### src/rtl/spi_status_guard_pkg.sv
package spi_status_guard_pkg;

  localparam int OP_W     = 8;
  localparam int FRAME_W  = 2 * OP_W;
  localparam int LOCK_BIT = 7;
  localparam int BP_LSB   = 2;
  localparam int BP_W     = 4;

  localparam logic [OP_W-1:0] OP_ARM_STATUS = 8'h50;
  localparam logic [OP_W-1:0] OP_ARM_WRITE  = 8'h06;
  localparam logic [OP_W-1:0] OP_STATUS_WR  = 8'h01;

  typedef enum logic [1:0] {
    FR_EMPTY,
    FR_ARM,
    FR_WRITE,
    FR_OTHER
  } frameKind_t;

  typedef struct packed {
    logic shift;
    logic armSet;
    logic armClr;
    logic statusWr;
  } dpCmd_t;

endpackage

### src/rtl/spi_status_guard_sync.sv
module spi_status_guard_sync #(
  parameter int WIDTH = 4,
  parameter int STAGES = 2,
  parameter logic [WIDTH-1:0] RESET_VAL = '0
) (
  input  logic             clk,
  input  logic             rstN,
  input  logic [WIDTH-1:0] asyncIn,
  output logic [WIDTH-1:0] syncOut
);

  logic [WIDTH-1:0] pipeQ [STAGES];

  always_ff @(posedge clk or negedge rstN) begin
    if (!rstN) begin
      for (int s = 0; s < STAGES; s++) pipeQ[s] <= RESET_VAL;
    end else begin
      pipeQ[0] <= asyncIn;
      for (int s = 1; s < STAGES; s++) pipeQ[s] <= pipeQ[s-1];
    end
  end

  assign syncOut = pipeQ[STAGES-1];

endmodule

### src/rtl/spi_status_guard_ctrl.sv
module spi_status_guard_ctrl
  import spi_status_guard_pkg::*;
(
  input  logic               clk,
  input  logic               rstN,
  input  logic               sckS,
  input  logic               csNS,
  input  logic               armedQ,
  input  logic [FRAME_W-1:0] shiftWord,
  output dpCmd_t             cmd
);

  localparam int CNT_W = $clog2(FRAME_W + 1) + 1;
  localparam logic [CNT_W-1:0] CNT_MAX   = '1;
  localparam logic [CNT_W-1:0] CNT_OP    = CNT_W'(OP_W);
  localparam logic [CNT_W-1:0] CNT_FRAME = CNT_W'(FRAME_W);

  logic             sckPrevQ;
  logic             csPrevQ;
  logic [CNT_W-1:0] bitCnt;
  logic             sckRise;
  logic             csRise;
  logic [OP_W-1:0]  shortOp;
  logic [OP_W-1:0]  longOp;
  frameKind_t       frameKind;

  always_ff @(posedge clk or negedge rstN) begin
    if (!rstN) begin
      sckPrevQ <= 1'b0;
      csPrevQ  <= 1'b1;
    end else begin
      sckPrevQ <= sckS;
      csPrevQ  <= csNS;
    end
  end

  assign sckRise = sckS && !sckPrevQ;
  assign csRise  = csNS && !csPrevQ;

  // bit counter saturates so that overlong frames never alias a legal length
  always_ff @(posedge clk or negedge rstN) begin
    if (!rstN) begin
      bitCnt <= '0;
    end else if (csNS) begin
      bitCnt <= '0;
    end else if (sckRise && bitCnt != CNT_MAX) begin
      bitCnt <= bitCnt + 1'b1;
    end
  end

  assign shortOp = shiftWord[OP_W-1:0];
  assign longOp  = shiftWord[FRAME_W-1 -: OP_W];

  always_comb begin
    if (bitCnt == '0) begin
      frameKind = FR_EMPTY;
    end else if (bitCnt == CNT_OP &&
                 (shortOp == OP_ARM_STATUS || shortOp == OP_ARM_WRITE)) begin
      frameKind = FR_ARM;
    end else if (bitCnt == CNT_FRAME && longOp == OP_STATUS_WR) begin
      frameKind = FR_WRITE;
    end else begin
      frameKind = FR_OTHER;
    end
  end

  always_comb begin
    cmd          = '0;
    cmd.shift    = sckRise && !csNS;
    cmd.armSet   = csRise && (frameKind == FR_ARM);
    cmd.statusWr = csRise && (frameKind == FR_WRITE) && armedQ;
    cmd.armClr   = csRise && ((frameKind == FR_OTHER) ||
                              (frameKind == FR_WRITE && !armedQ));
  end

  // deselect keeps the counter cleared
  p_count_held_r12: assert property (@(posedge clk) disable iff (!rstN)
    csNS |=> (bitCnt == '0));

  // a frame end yields at most one action
  p_one_action_r9: assert property (@(posedge clk) disable iff (!rstN)
    $onehot0({cmd.armSet, cmd.armClr, cmd.statusWr}));

  // no data shifted while deselected
  p_no_shift_deselected_r12: assert property (@(posedge clk) disable iff (!rstN)
    csNS |-> !cmd.shift);

endmodule

### src/rtl/spi_status_guard_dp.sv
module spi_status_guard_dp
  import spi_status_guard_pkg::*;
(
  input  logic               clk,
  input  logic               rstN,
  input  dpCmd_t             cmd,
  input  logic               siS,
  input  logic               wpNS,
  output logic [FRAME_W-1:0] shiftWord,
  output logic [BP_W-1:0]    bpQ,
  output logic               lockQ,
  output logic               armedQ
);

  logic pinLocked;

  assign pinLocked = !wpNS && lockQ;

  always_ff @(posedge clk or negedge rstN) begin
    if (!rstN) begin
      shiftWord <= '0;
    end else if (cmd.shift) begin
      shiftWord <= {shiftWord[FRAME_W-2:0], siS};
    end
  end

  always_ff @(posedge clk or negedge rstN) begin
    if (!rstN) begin
      armedQ <= 1'b0;
    end else if (cmd.statusWr || cmd.armClr) begin
      armedQ <= 1'b0;
    end else if (cmd.armSet) begin
      armedQ <= 1'b1;
    end
  end

  always_ff @(posedge clk or negedge rstN) begin
    if (!rstN) begin
      bpQ   <= '0;
      lockQ <= 1'b0;
    end else if (cmd.statusWr && !pinLocked) begin
      bpQ   <= shiftWord[BP_LSB +: BP_W];
      lockQ <= shiftWord[LOCK_BIT];
    end
  end

  p_lock_sticky_r6: assert property (@(posedge clk) disable iff (!rstN)
    (lockQ && !wpNS) |=> lockQ);

  p_bp_frozen_r6: assert property (@(posedge clk) disable iff (!rstN)
    (lockQ && !wpNS) |=> $stable(bpQ));

  p_status_hold_r13: assert property (@(posedge clk) disable iff (!rstN)
    !cmd.statusWr |=> ($stable(bpQ) && $stable(lockQ)));

  p_arm_source_r2: assert property (@(posedge clk) disable iff (!rstN)
    $rose(armedQ) |-> $past(cmd.armSet));

  p_write_needs_arm_r4: assert property (@(posedge clk) disable iff (!rstN)
    cmd.statusWr |-> armedQ);

  p_write_disarms_r10: assert property (@(posedge clk) disable iff (!rstN)
    cmd.statusWr |=> !armedQ);

endmodule

### src/rtl/spi_status_guard.sv
module spi_status_guard
  import spi_status_guard_pkg::*;
#(
  parameter int SYNC_STAGES = 2
) (
  input  logic            clk,
  input  logic            rstN,
  input  logic            sck,
  input  logic            csN,
  input  logic            si,
  input  logic            wpN,
  output logic [BP_W-1:0] bpOut,
  output logic            lockOut,
  output logic            armedOut
);

  logic [3:0]         pinsS;
  logic               sckS;
  logic               csNS;
  logic               siS;
  logic               wpNS;
  dpCmd_t             cmd;
  logic [FRAME_W-1:0] shiftWord;

  spi_status_guard_sync #(
    .WIDTH(4),
    .STAGES(SYNC_STAGES),
    .RESET_VAL(4'b0101)
  ) u_sync (
    .clk(clk),
    .rstN(rstN),
    .asyncIn({sck, csN, si, wpN}),
    .syncOut(pinsS)
  );

  assign {sckS, csNS, siS, wpNS} = pinsS;

  spi_status_guard_ctrl u_ctrl (
    .clk(clk),
    .rstN(rstN),
    .sckS(sckS),
    .csNS(csNS),
    .armedQ(armedOut),
    .shiftWord(shiftWord),
    .cmd(cmd)
  );

  spi_status_guard_dp u_dp (
    .clk(clk),
    .rstN(rstN),
    .cmd(cmd),
    .siS(siS),
    .wpNS(wpNS),
    .shiftWord(shiftWord),
    .bpQ(bpOut),
    .lockQ(lockOut),
    .armedQ(armedOut)
  );

endmodule

### config.mk
export PLATFORM = sky130hd
export DESIGN_NAME = spi_status_guard
export DESIGN_NICKNAME = d
export VERILOG_FILES = /design/src/rtl/spi_status_guard_pkg.sv /design/src/rtl/spi_status_guard_sync.sv /design/src/rtl/spi_status_guard_ctrl.sv /design/src/rtl/spi_status_guard_dp.sv /design/src/rtl/spi_status_guard.sv
export SDC_FILE = /design/constraint.sdc
export NUM_CORES = 1
export LEC_CHECK = 0
export CAP_MARGIN = 5
export CORE_MARGIN = 5
export CORE_UTILIZATION = 35
export DETAILED_ROUTE_END_ITERATION = 10
export PLACE_DENSITY = 0.57
export SYNTH_ARGS = -nofsm -noshare
export SYNTH_HDL_FRONTEND = slang
export SYNTH_SLANG_ARGS = --single-unit
### constraint.sdc
create_clock -name clk -period 2.6 [get_ports clk]
set_input_delay 0.39 -clock clk [delete_from_list [all_inputs] [get_ports clk]]
set_output_delay 0.39 -clock clk [all_outputs]
set_load 0.1 [all_outputs]
==> results.md <==
* Buffers on Ports at 11
* Routed via count at 909
* Wire length of the first global-routing pass at 4554 um
* Power density normalized to cell area at 746.9 mW/mm^2
* Clk slew on worst S/H paths at 70 ps
* Remaining DRCs at 0
* Clock Latency Late Sink at 280 ps
* Static leakage at 0.7941 nW
* Layout cells sized above 1 at 35.16%
* Crit. End Element: register
* Avg Synthesized Cell Area at 13.72 um^2
* Type of the worst setup path: reg2reg
* Number of warning messages in the yosys log at 0
* Average wire length per cell after detail routing at 14.33 um
* Summed negative setup slack over all endpoints at 0 ps
* Syn nets at 119
* Min-Delay Path Class: in2async
* Synthesized cell area at 0.001523 mm^2
* Max_slew headroom at 46.13%
* Slowest cell on the critical path: sky130_fd_sc_hd__dfrtp_1
* Max-Cap Viols at 0
* Worst-case vdd ir drop at 377.0 uV
* Mean number of vias per cell at 5.050
* Weighted congestion at the end of routability-driven global placement at 0.8348
* Final critical-path required period at 1748 ps
* Synth-to-layout area growth at 16.84%
* Hold Buf Count CTS at 0
* Count of buffers added by post-CTS timing repair for setup at 0
* Status: completed
* Critical path data arrival time at 1910 ps
* Synth Instances at 111
* Number of iterations in the first detailed-routing pass at 4
* Count of distinct cell types in the synthesized netlist at 28
* Std-Cell Core Area at 0.004294 mm^2
* Post-route clock period utilization at 67.24%
* Top Ports at 12
* CTS H-Tree Depth at 2
* Clock buffer count from CTS at 5
* Transition time at the pin with the least slew margin at 808.0 ps
* Data required time at the worst endpoint at 2770 ps
* Number of endpoints with negative hold slack in the final report at 0
* Delay of the slowest critical-path stage at 450 ps
* Number of design-rule violations left by the first detailed-router iteration at 27
* Die Width at 75.96 um
* Internal at 1.018 mW
* Maximum number of pins on one net before global-route repair at 39
* Critical path startpoint category: register
* Final setup vio count at 0
* Global routing usage summed across all routing layers at 9.965%
* Net switching fraction of the power at 23.42%
* Share of total power in the clock network at 35.8%
* Post-synthesis sequential element count at 38
* Top fanout value on the critical path at 7
* Utilization after layout at 41.43%
* Master cell of the clock root buffer: sky130_fd_sc_hd__clkbuf_8
* Most frequent standard cell in the layout excluding fill and tap cells: sky130_fd_sc_hd__dfrtp_1
* Post-synthesis sequential area ratio at 62.86%
* Unrepaired setup endpoints after global routing: false
* Inserted Diodes at 0
* Count of clock tree sinks at 38
* Number of antenna violations at the first check in global routing at 0
* Half-perimeter wire length after detailed placement at 1834 um
* Height of the die at 75.96 um
* Num rows at 24
* Total Wirelength at 2580 um
* Initial core utilization at 35.46%
* Total gr overflow at 0
* Worst clock skew at 6.959 ps
* CTS tree: yes
* Buffers plus inverters on the worst setup path at 0
* Switching power summed over all nets at 311.2 uW
* Ordered list of cells on the worst path: nor4_1 -> nand4b_1 -> nor3_4 -> mux2_2
* Number of global-route vias before repair at 992
* F_max at 0.5720 GHz
* Number of slew-limit violations in the final report at 0
* Leading cell types in the layout, fill and taps excluded: 33 x sky130_fd_sc_hd__dfrtp_1, 21 x sky130_fd_sc_hd__mux2_2, 7 x sky130_fd_sc_hd__nor2_1, 7 x sky130_fd_sc_hd__buf_4
* Relative contribution of sequential cells to total power at 55.0%
* Minimum setup slack among reg-to-reg paths at 850 ps
* Number of nets with antenna violations after routing at 0
* Number of nets at the end of the flow at 135
* Critical path's top delay family: simple AND/OR/NAND/NOR gates
* Resized cells post-CTS at 0
* Proportion of power drawn by combinational gates at 9.2%
* FILL cells at 399
* Die area at 0.005770 mm^2
* Clock Tree Buf Depth at 2
## cell usage after synthesis, drive strengths merged
cell	instances	area share, %
a211oi	1	0.49
nor3	3	1.7
nor4b	1	0.58
nand2	3	0.74
nand4b	2	1.2
ha	2	1.6
o21ai	2	0.66
a31oi	2	0.82
buf	3	0.99
nand2b	3	1.2
nor2	8	2.1
nor4	3	1.2
a211o	1	0.58
a21oi	2	0.66
o31ai	1	0.49
or4	1	0.58
xnor2	1	0.58
dfstp	5	8.6
nand3	1	0.33
dfrtp	33	54
mux2i	2	1.3
nand3b	1	0.49
inv	5	1.2
and3	2	0.82
mux2	21	16
o41ai	2	1.2
## power by group through the flow
stage	combinational [mW]	sequential (mW)	clock [mW]
floorplan	0.0963	0.717	0
global placement	0.121	0.738	0
detailed placement	0.124	0.742	0
CTS	0.125	0.730	0.491
global route	0.137	0.743	0.514
finish	0.122	0.731	0.475
## cells by family (layout without fill, tap and decap cells)
kind of cell | after synthesis | after routing | synth area share (%)
buf+inv | 8 | 25 | 2.218
xor+xnor | 1 | 1 | 0.5753
simple gates | 28 | 28 | 11.01
mux | 23 | 23 | 16.84
compound gates | 11 | 11 | 4.849
flops | 38 | 38 | 62.86
fa+ha+maj | 2 | 2 | 1.643
## layout make-up
class	count	area [um^2]	share of cell area, %
sequential	38	957.2	53.80
multi-input combinational	65	531.8	29.89
clock buffer	5	68.82	3.868
clock inverter	3	40.04	2.250
timing repair buffer	12	97.59	5.485
inverter	5	18.77	1.055
tap	52	65.06	3.657
## per-stage QoR
stage | instance area, um^2 | power (mW) | worst slack (ps) | hold WS (ps) | std cells
after floorplan | 1523 | 0.8132 | 619.6 | 94.41 | 111
after global placement | 1670 | 0.8596 | 893.7 | 333.1 | 172
after detailed placement | 1670 | 0.8658 | 848.4 | 337.3 | 172
after CTS | 1779 | 1.347 | 823.7 | 210.5 | 180
after global routing | 1779 | 1.395 | 724.0 | 272.9 | 180
final | 1779 | 1.329 | 851.7 | 197.5 | 180
## state kept, by name, summed over array words and instances, names as in the netlist
name             count
u_dp.bpQ             4
u_ctrl.csPrevQ       1
u_dp.lockQ           1
u_dp.armedQ          1
u_sync.pipeQ         4
u_dp.shiftWord      16
u_ctrl.bitCnt        6
u_sync.syncOut       4
u_ctrl.sckPrevQ      1
## routing by layer
layer / part of all wire (%) / vias up / wire length (um) / track usage [%]
met5: 0 / - / 0 / 0
li1: - / 429 / - / -
met4: 1.9 / 0 / 50 / 6.228
met3: 2.6 / 5 / 67 / 3.318
met1: 44 / 461 / 1123 / 11.30
met2: 52 / 14 / 1338 / 16.01
## final timing paths
| path | from | end | cells after the start |
|---|---|---|---|
| setup / recovery | u_ctrl.bitCnt[3] | u_dp.bpQ[3] | 4 |
| hold / removal | rstN | u_ctrl.bitCnt[5] | 1 |
| setup reg to reg | u_ctrl.bitCnt[3] | u_dp.bpQ[3] | 4 |
| hold reg to reg | u_sync.pipeQ[4] | u_sync.syncOut[0] | 0 |
| max in group asynchronous | rstN | u_dp.shiftWord[9] | 1 |
| min in group clk | u_sync.pipeQ[4] | u_sync.syncOut[0] | 0 |
Note: power is estimated with default switching activity, not from simulation.
